==> config.mk <==
export PLATFORM = sky130hd
export DESIGN_NAME = serenc_top
export DESIGN_NICKNAME = d
export VERILOG_FILES = /design/src/rtl/serenc_pkg.sv /design/src/rtl/serenc_sub6.sv /design/src/rtl/serenc_sub4.sv /design/src/rtl/serenc_shift.sv /design/src/rtl/serenc_top.sv
export SDC_FILE = /design/constraint.sdc
export NUM_CORES = 1
export LEC_CHECK = 0
export BUFFER_PORTS_ARGS = -buffer_cell sky130_fd_sc_hd__buf_2
export CORE_UTILIZATION = 30
export DETAILED_ROUTE_END_ITERATION = 10
export SLEW_MARGIN = 5
export SYNTH_ARGS = -nofsm -noshare
export SYNTH_HDL_FRONTEND = slang
export SYNTH_HIERARCHICAL = 1
export SYNTH_SLANG_ARGS = --single-unit
==> constraint.sdc <==
create_clock -name clk -period 5.4 [get_ports clk]
set_input_delay 0.27 -clock clk [delete_from_list [all_inputs] [get_ports clk]]
set_output_delay 0.27 -clock clk [all_outputs]
set_load 0.005 [all_outputs]
==> src/rtl/serenc_pkg.sv <==
package serenc_pkg;
    localparam int unsigned DATA_W = 8;
    localparam int unsigned LO_W   = 5;
    localparam int unsigned HI_W   = DATA_W - LO_W;
    localparam int unsigned SUB6_W = LO_W + 1;
    localparam int unsigned SUB4_W = HI_W + 1;
    localparam int unsigned CODE_W = SUB6_W + SUB4_W;
    localparam int unsigned CNT_W  = $clog2(CODE_W);

    typedef enum logic [1:0] {
        SH_EMPTY = 2'd0,
        SH_SEND  = 2'd1,
        SH_HOLD  = 2'd2
    } shift_state_e;
endpackage

==> src/rtl/serenc_sub6.sv <==
module serenc_sub6
    import serenc_pkg::*;
(
    input  logic [LO_W-1:0]   lo_bits,
    input  logic              rd_in,
    output logic [SUB6_W-1:0] code6,
    output logic              rd_out
);
    logic [SUB6_W-1:0] base;
    logic              unbal;
    logic              swap;

    always_comb begin
        unique case (lo_bits)
            5'd0:  base = 6'b100111;
            5'd1:  base = 6'b011101;
            5'd2:  base = 6'b101101;
            5'd3:  base = 6'b110001;
            5'd4:  base = 6'b110101;
            5'd5:  base = 6'b101001;
            5'd6:  base = 6'b011001;
            5'd7:  base = 6'b111000;
            5'd8:  base = 6'b111001;
            5'd9:  base = 6'b100101;
            5'd10: base = 6'b010101;
            5'd11: base = 6'b110100;
            5'd12: base = 6'b001101;
            5'd13: base = 6'b101100;
            5'd14: base = 6'b011100;
            5'd15: base = 6'b010111;
            5'd16: base = 6'b011011;
            5'd17: base = 6'b100011;
            5'd18: base = 6'b010011;
            5'd19: base = 6'b110010;
            5'd20: base = 6'b001011;
            5'd21: base = 6'b101010;
            5'd22: base = 6'b011010;
            5'd23: base = 6'b111010;
            5'd24: base = 6'b110011;
            5'd25: base = 6'b100110;
            5'd26: base = 6'b010110;
            5'd27: base = 6'b110110;
            5'd28: base = 6'b001110;
            5'd29: base = 6'b101110;
            5'd30: base = 6'b011110;
            default: base = 6'b101011;
        endcase
    end

    // base is the negative-disparity form (a is the MSB)
    assign unbal  = ($countones(base) != 3);
    assign swap   = rd_in && (unbal || (lo_bits == 5'd7));
    assign code6  = swap ? ~base : base;
    assign rd_out = rd_in ^ unbal;

    always_comb begin
        assert_sub6_weight_R2: assert ($countones(code6) >= 2 && $countones(code6) <= 4);
    end
endmodule

==> src/rtl/serenc_sub4.sv <==
module serenc_sub4
    import serenc_pkg::*;
(
    input  logic [HI_W-1:0]   hi_bits,
    input  logic [LO_W-1:0]   lo_bits,
    input  logic              rd_in,
    output logic [SUB4_W-1:0] code4,
    output logic              rd_out
);
    logic [SUB4_W-1:0] base;
    logic              alt7;
    logic              unbal;
    logic              swap;

    assign alt7 = (!rd_in && (lo_bits == 5'd17 || lo_bits == 5'd18 || lo_bits == 5'd20)) ||
                  ( rd_in && (lo_bits == 5'd11 || lo_bits == 5'd13 || lo_bits == 5'd14));

    always_comb begin
        unique case (hi_bits)
            3'd0:    base = 4'b1011;
            3'd1:    base = 4'b1001;
            3'd2:    base = 4'b0101;
            3'd3:    base = 4'b1100;
            3'd4:    base = 4'b1101;
            3'd5:    base = 4'b1010;
            3'd6:    base = 4'b0110;
            default: base = alt7 ? 4'b0111 : 4'b1110;
        endcase
    end

    assign unbal  = ($countones(base) != 2);
    assign swap   = rd_in && (unbal || (hi_bits == 3'd3));
    assign code4  = swap ? ~base : base;
    assign rd_out = rd_in ^ unbal;

    always_comb begin
        assert_sub4_weight_R2: assert ($countones(code4) >= 1 && $countones(code4) <= 3);
    end
endmodule

==> src/rtl/serenc_shift.sv <==
module serenc_shift
    import serenc_pkg::*;
(
    input  logic              clk,
    input  logic              rst,
    input  logic              ser_en,
    input  logic              word_vld,
    input  logic [CODE_W-1:0] word,
    output logic              ser_out
);
    localparam logic [CNT_W-1:0] LAST = CNT_W'(CODE_W - 1);

    shift_state_e      state, nxt;
    logic [CODE_W-1:0] sh_q;
    logic [CNT_W-1:0]  pos_q;

    // state register
    always_ff @(posedge clk) begin
        if (rst) state <= SH_EMPTY;
        else     state <= nxt;
    end

    // transitions
    always_comb begin
        nxt = state;
        unique case (state)
            SH_EMPTY: nxt = word_vld ? SH_SEND : SH_EMPTY;
            SH_SEND:  nxt = ser_en   ? SH_SEND : SH_HOLD;
            SH_HOLD:  nxt = ser_en   ? SH_SEND : SH_HOLD;
            default:  nxt = SH_EMPTY;
        endcase
    end

    // shift datapath
    always_ff @(posedge clk) begin
        if (rst) begin
            sh_q  <= '0;
            pos_q <= '0;
        end else begin
            unique case (state)
                SH_EMPTY: begin
                    if (word_vld) begin
                        sh_q  <= word;
                        pos_q <= '0;
                    end
                end
                SH_SEND, SH_HOLD: begin
                    if (ser_en) begin
                        if (pos_q == LAST) begin
                            sh_q  <= word;
                            pos_q <= '0;
                        end else begin
                            sh_q  <= sh_q >> 1;
                            pos_q <= pos_q + 1'b1;
                        end
                    end
                end
                default: ;
            endcase
        end
    end

    // outputs
    always_comb begin
        ser_out = 1'b0;
        if (!rst && ser_en && state != SH_EMPTY) ser_out = sh_q[0];
    end

    always_comb begin
        assert_pos_bound_R6: assert (rst || pos_q <= LAST);
    end

    assert_freeze_R5: assert property (@(posedge clk) disable iff (rst)
        (state != SH_EMPTY && !ser_en) |=> ($stable(sh_q) && $stable(pos_q)));

    assert_reload_R6: assert property (@(posedge clk) disable iff (rst)
        (state != SH_EMPTY && ser_en && pos_q == LAST) |=> (pos_q == '0 && sh_q == $past(word)));

    assert_first_load_R7: assert property (@(posedge clk) disable iff (rst)
        (state == SH_EMPTY && word_vld) |=> (state == SH_SEND && pos_q == '0));
endmodule

==> src/rtl/serenc_top.sv <==
module serenc_top
    import serenc_pkg::*;
(
    input  logic              clk,
    input  logic              rst,
    input  logic              data_en,
    input  logic [DATA_W-1:0] byte_in,
    input  logic              ser_en,
    output logic              ser_out
);
    logic [DATA_W-1:0] hold_q;
    logic              hold_new;
    logic [CODE_W-1:0] enc_q;
    logic              enc_vld;
    logic              rd_q;

    logic [SUB6_W-1:0] c6;
    logic [SUB4_W-1:0] c4;
    logic              rd_mid, rd_end;
    logic [CODE_W-1:0] grp;
    logic [CODE_W-1:0] enc_next;

    // capture stage
    always_ff @(posedge clk) begin
        if (rst) begin
            hold_q   <= '0;
            hold_new <= 1'b0;
        end else begin
            if (data_en) hold_q <= byte_in;
            hold_new <= data_en;
        end
    end

    serenc_sub6 u_sub6 (
        .lo_bits (hold_q[LO_W-1:0]),
        .rd_in   (rd_q),
        .code6   (c6),
        .rd_out  (rd_mid)
    );

    serenc_sub4 u_sub4 (
        .hi_bits (hold_q[DATA_W-1:LO_W]),
        .lo_bits (hold_q[LO_W-1:0]),
        .rd_in   (rd_mid),
        .code4   (c4),
        .rd_out  (rd_end)
    );

    // group is abcdei fghj with a at the MSB; the stored word puts a at bit 0
    assign grp = {c6, c4};
    for (genvar gi = 0; gi < CODE_W; gi++) begin : g_order
        assign enc_next[gi] = grp[CODE_W-1-gi];
    end

    // encode stage
    always_ff @(posedge clk) begin
        if (rst) begin
            enc_q   <= '0;
            enc_vld <= 1'b0;
            rd_q    <= 1'b0;
        end else if (hold_new) begin
            enc_q   <= enc_next;
            enc_vld <= 1'b1;
            rd_q    <= rd_end;
        end
    end

    serenc_shift u_shift (
        .clk      (clk),
        .rst      (rst),
        .ser_en   (ser_en),
        .word_vld (enc_vld),
        .word     (enc_q),
        .ser_out  (ser_out)
    );

    assert_group_weight_R2: assert property (@(posedge clk) disable iff (rst)
        enc_vld |-> ($countones(enc_q) >= 4 && $countones(enc_q) <= 6));

    assert_rd_follows_R3: assert property (@(posedge clk) disable iff (rst)
        (enc_vld && $countones(enc_q) != 5) |-> (rd_q == ($countones(enc_q) == 6)));

    assert_reset_clear_R9: assert property (@(posedge clk) disable iff (rst)
        $past(rst) |-> (!enc_vld && !hold_new && !rd_q));
endmodule

==> impl_metrics.csv, run 1 <==
group,metric,value,unit
routing,vias_per_cell,4.80,
routing,drtPass1Iterations,4,
layout,fin_util,38.4,%
synth,synth_cells,283,
timing,setup_viol,1,
synth,yosys.cell_count.top_type,"dfxtp_1",
die,fp.dieH,93.7,um
synth,yosysTopAreaCell,"dfxtp_1",
power,power.density,302,nW/um2
synth,synth.area.top_cells,"dfxtp_1, ha_1, mux2i_1",
grt,grt_overflow_total,0,
layout,nNetsFinal,361,
synth,synth.net_count,318,
die,core.rowCount,33,
power,peakVddDrop,185,uV
synth,yosysTopAreaCellShare,29.4,%
routing,route.detailed.drc,0,
synth,synth_top_cells_by_count,"dfxtp_1, nor2_1, mux2i_1, nand2_1",
run_status,violations,"setup timing",
die,die_area,8780,um2
timing,relSlewSlack,52.9,%
worst_setup_path,critPathCaptureType,"flip-flop",
power,leakagePower,1.23,nW
timing,max_freq,178,MHz
routing,routed_wl,5.16,mm
die,start_util,30.9,%
clock_tree,tritoncts.num_buffers,5,
timing,finClkSkew,0.00890,ns
synth,synth_xor_area_share,4.51,%
timing,slew_viol_final,0,
place,io_buffers,12,
worst_setup_path,crit_required,5.56,ns
clock_tree,cts_root_buffer,"clkbuf_8",
die,core_area,8180,um2
place,dpl.cell_count,420,
grt,first_global_vias,1910,
clock_tree,cts_sinks,37,
worst_hold_path,hold_path_class,"in2reg",
synth,synth_compound_area_share,14.7,%
routing,routedWlPerCell,11.9,um
grt,grt_usage,12.2,%
clock_tree,clk_pin_slew,0.08,ns
layout,areaGrowthSynthToFinish,24.6,%
timing,fin_ws,-0.224,ns
timing,finalCritPeriodShare,104,%
worst_setup_path,critPathBufInv,5,
routing,ant_nets,0,
timing,worst_slew_pin_slew,0.707,ns
timing,hold_violations,0,
worst_setup_path,path_class,"reg2reg",
grt,grt_max_degree,39,
clock_tree,ctsHtreeMaxLevel,2,
routing,first_iter_violations,48,
synth,synth_top_family_by_area,"simple AND/OR/NAND/NOR gates",
grt,grt_antenna_before_repair,0,
place,place_congestion,0.831,
synth,synthSimpleGateAreaFrac,22.4,%
worst_setup_path,crit_path_start_kind,"flip-flop",
synth,yosysSeqAreaShare,29.4,%
synth,yosysWarnings,6,
routing,vias,2075,
synth,syn-mean-instance-area,8.91,um2
synth,muxShareOfSynthArea,8.78,%
worst_setup_path,crit_fanout,4,
clock_tree,clock_latency,0.30,ns
worst_setup_path,critPathTopFamily,"adder cells",
run,cap_viol_max_count,0,
synth,syn_area,2520,um2
timing,period_minus_slack,5.62,ns
synth,synth_cell_types,54,
synth,synth-seq-cells,37,
timing,whs,0.207,ns
run_status,status,"finished, violations left",
layout,stdcell_count,432,
worst_setup_path,cp_common_cell,"fa_1",
die,io_pins,13,
power,finalPower,0.000949,W
clock_tree,tritoncts,"done",
synth,synth_adder_area_share,12.6,%
worst_setup_path,worstPathArrival,5.79,ns
synth,synthArstFlopShare,0,%
worst_setup_path,cpMaxStageDelayCell,"fa_1",
layout,drive_gt1_share,31.5,%
layout,n_antenna_cell,0,
die,die_w,93.7,um
timing,rsz0062_at_grt,"true",
synth,synth-edff-count,0,
place,dp_hpwl,3.62,mm
synth,synth_top_flop_cell,"dfxtp_1",
grt,grt_pass1_wl,8.61,mm
worst_setup_path,max_stage_delay,0.57,ns
clock_tree,clockBufferDepth,2,
==> layer usage <==
metal	track usage [%]	share of wire (%)	vias to the layer above
met1	16.0	49	962
met4	3.85	1.1	0
met5	0	0	-
li1	-	-	1073
met2	19.8	47	33
met3	2.91	2.9	7
==> state kept, by name, indices dropped and copies added (netlist names) <==
signal	cells
enc_q	10
u_shift/sh_q	10
hold_q	8
u_shift/pos_q	4
u_shift/state	2
enc_vld	1
hold_new	1
rd_q	1
==> per-stage QoR <==
| step | TNS, ns | worst slack (ns) | area [um2] |
|---|---|---|---|
| 2_1_floorplan | -0.147 | -0.147 | 2570 |
| 3_3_place_gp | -0.174 | -0.174 | 2900 |
| 3_5_place_dp | -0.276 | -0.276 | 2900 |
| 4_1_cts | -0.151 | -0.151 | 3060 |
| 5_1_grt | -0.461 | -0.461 | 3140 |
| 6_report | -0.224 | -0.224 | 3140 |
==> cell type report <==
cell class                      count  area [um2]
Clock buffer                        5        68.8
Clock inverter                      3        46.3
Fill cell                         838        5030
Inverter                           14        57.6
Multi-Input combinational cell    215        1720
Sequential cell                    37         748
Tap cell                          105         131
Timing Repair Buffer               53         372
==> worst min-delay path, cell delays in order <==
cell	delay, ns
buf_2	0.07
mux2i_1	0.05
nor2_1	0.07
==> path summary, 6_finish.rpt <==
path,from,to,slack (ns),depth (start not counted)
max,hold_q[0],rd_q,-0.22,26
min,byte_in[5],hold_q[5],0.21,3
max reg2reg,hold_q[0],rd_q,-0.22,26
min reg2reg,enc_q[4],u_shift/sh_q[4],0.46,2
==> kinds of logic (layout without fill, tap and decap cells) <==
| kind of cell | count (synthesis) | after routing |
|---|---|---|
| AOI/OAI and AO/OA | 52 | 52 |
| xor gates and xnor gates | 13 | 13 |
| adders and majority gates | 23 | 23 |
| buffers and inverters | 31 | 75 |
| DFF | 37 | 37 |
| muxes | 22 | 22 |
| and+or+nand+nor | 105 | 105 |
==> cells in the final DEF, fill, tap and decap left out, drive strengths merged, types with 2 or more instances in the layout <==
cell and n:
xor2 7, and2 2, xnor2 6, buf 53, nor3b 2, nor2 37
clkbuf 5, a211oi 10, nand3 8, or3b 2, or3 2, o221a 2
a31oi 4, o211ai 2, mux2i 21, o21ai 4, ha 19, fa 4
nor4b 2, nand2b 7, o22ai 2, nand4b 3, nor3 6, nand3b 5
a21oi 20, inv 14, nand2 21, dfxtp 37
==> what timing repair did <==
item	4_1_cts	5_1_grt
pin swaps	8	15
hold buffers	0	0
endpoints found under the setup margin	1	1
setup buffers	3	1
gates resized for setup	7	15
==> power breakdown <==
group          leakage [nW]  switching, W  total, W  internal [W]
Clock                0.0543      0.000108  0.000246      0.000138
Sequential            0.305     0.0000249  0.000327      0.000302
Combinational         0.869      0.000189  0.000376      0.000187
Note: power is estimated with default switching activity, not from simulation.
==> run 2: changes to the inputs <==
BUFFER_PORTS_ARGS = -buffer_cell sky130_fd_sc_hd__buf_4   (was -buffer_cell sky130_fd_sc_hd__buf_2)
==> run 2 against run 1 <==
Critical endpoint unchanged. Cell count decreased by 2.1%. Clock skew increased by 0.00070 ns. The flow still finishes with violations (setup timing). Global-route usage decreased by 0.24 points. Routed wire length decreased by 1.5%. Worst setup slack got worse by 0.095 ns. Fmax decreased by 1.7%. First-iteration DRC count decreased by 17%. Die area unchanged. Non-clock buffer count decreased by 9. Worst hold slack about the same. Highest routed layer unchanged. Critical path depth unchanged.
==> impl_metrics.csv, run 2 (same netlist as run 1, synthesis figures left out) <==
group,metric,value,unit
routing,vias,2009,
timing,max_freq,175,MHz
worst_setup_path,crit_fanout,4,
power,p_int,0.000620,W
clock_tree,clockBufferDepth,2,
layout,fin_area,3060,um2
routing,vias_per_cell,4.75,
layout,drive_gt1_share,28.3,%
clock_tree,tritoncts,"done",
power,sequentialPowerShare,35.0,%
place,place_area,2860,um2
routing,routedWlPerCell,12.0,um
worst_setup_path,crit_required,5.57,ns
layout,layout_commonest_cell,"buf_4",
timing,finalSetupTns,-0.319,ns
clock_tree,clk_pin_slew,0.08,ns
worst_setup_path,crit_path_start_kind,"flip-flop",
power,sw_frac_of_total,33.8,%
worst_setup_path,critPathCaptureType,"flip-flop",
worst_setup_path,path_class,"reg2reg",
worst_setup_path,critPathBufInv,4,
routing,first_iter_violations,40,
place,io_buffers,12,
timing,setup_viol,1,
timing,worst_slew_pin_slew,0.654,ns
timing,period_minus_slack,5.72,ns
die,fp.dieH,93.7,um
worst_setup_path,critPathTopFamily,"adder cells",
layout,n_antenna_cell,0,
grt,grt_antenna_before_repair,0,
routing,route.detailed.drc,0,
worst_setup_path,max_stage_delay,0.55,ns
clock_tree,cts_sinks,37,
clock_tree,clock_latency,0.29,ns
die,io_pins,13,
place,dpl.cell_count,411,
power,peakVddDrop,149,uV
power,leakagePower,1.20,nW
clock_tree,cts.hold.buffers_added,0,
routing,drtPass1Iterations,4,
run_status,violations,"setup timing",
grt,grt_overflow_total,0,
timing,rsz0062_at_grt,"true",
worst_hold_path,hold_path_class,"in2reg",
layout,n_fill_cell,834,
worst_setup_path,worstPathArrival,5.89,ns
timing,slew_viol_final,0,
die,core.rowCount,33,
layout,areaGrowthSynthToFinish,21.2,%
timing,hold_violations,0,
timing,fin_ws,-0.319,ns
routing,routed_wl,5.08,mm
run_status,status,"finished, violations left",
die,die_w,93.7,um
place,dp_slack,-0.375,ns
die,die_area,8780,um2
clock_tree,tritoncts.num_buffers,5,
layout,most-common-layout-cells,"buf_4, nor2_1, dfxtp_1",
place,dp_hpwl,3.62,mm
worst_setup_path,cp_common_cell,"fa_1",
timing,relSlewSlack,56.3,%
grt,grt_max_degree,39,
power,p_sw,0.000316,W
clock_tree,cts_root_buffer,"clkbuf_8",
grt,first_global_vias,1905,
layout,reg_top3,"enc_q (10), u_shift/sh_q (10), hold_q (8)",
die,core_area,8180,um2
layout,stdcell_count,423,
routing,ant_nets,0,
place,place_congestion,0.826,
run,cap_viol_max_count,0,
power,p_comb_share,38.7,%
power,power.density,306,nW/um2
timing,finClkSkew,0.00960,ns
layout,nNetsFinal,352,
timing,whs,0.207,ns
worst_setup_path,cpMaxStageDelayCell,"or4b_1",
clock_tree,ctsHtreeMaxLevel,2,
power,p_clk_share,26.3,%
timing,finalCritPeriodShare,106,%
grt,grt_usage,12.0,%
grt,grt_pass1_wl,8.51,mm
die,start_util,30.9,%
==> run 2: layer usage <==
metal,part of all wire (%),vias to the layer above,track usage [%]
met1,49,922,15.4
li1,-,1052,-
met3,3.3,5,2.91
met2,47,30,20.2
met4,0.79,0,2.69
met5,0,-,0
==> run 2: path summary, 6_finish.rpt <==
path / from / to / slack [ns] / cells after the start
worst max-delay path: hold_q[1] / rd_q / -0.32 / 26
worst min-delay path: byte_in[4] / hold_q[4] / 0.21 / 3
worst max register to register: hold_q[1] / rd_q / -0.32 / 26
worst min register to register: u_shift/sh_q[9] / u_shift/sh_q[9] / 0.46 / 2
==> run 2: metrics by stage <==
step	total power (W)	utilization, %
2_1_floorplan	0.000589	-
3_3_place_gp	0.000659	35.0
3_5_place_dp	0.000671	35.0
4_1_cts	0.000926	36.5
5_1_grt	0.00100	37.4
6_report	0.000936	37.4
==> run 2: cell type report <==
class	count	area [um2]	share of cell area, %
well taps	105	131	4.30
clock inverters	3	43.8	1.43
flip-flops and latches	37	749	24.5
inverters	14	57.6	1.88
multi-input cells	215	1680	54.8
clock buffers	5	68.8	2.25
repair buffers	44	330	10.8
==> run 2: timing repair <==
item	CTS	global route
endpoints found under the setup margin	1	1
buffers inserted	2	2
gates resized for setup	0	15
pin swaps	5	18
==> run 2: power groups by stage <==
stage          sequential [W]  clock (W)  combinational, W
2_1_floorplan        0.000326          0          0.000262
3_3_place_gp         0.000332          0          0.000327
3_5_place_dp         0.000333          0          0.000339
4_1_cts              0.000327   0.000253          0.000346
5_1_grt              0.000332   0.000263          0.000405
6_report             0.000328   0.000246          0.000362
==> run 2: tightest hold or removal path: cells and delay by family <==
kind / cells / cell delay (ns)
mux: 1 / 0.05
buf+inv: 1 / 0.07
simple gates: 1 / 0.07
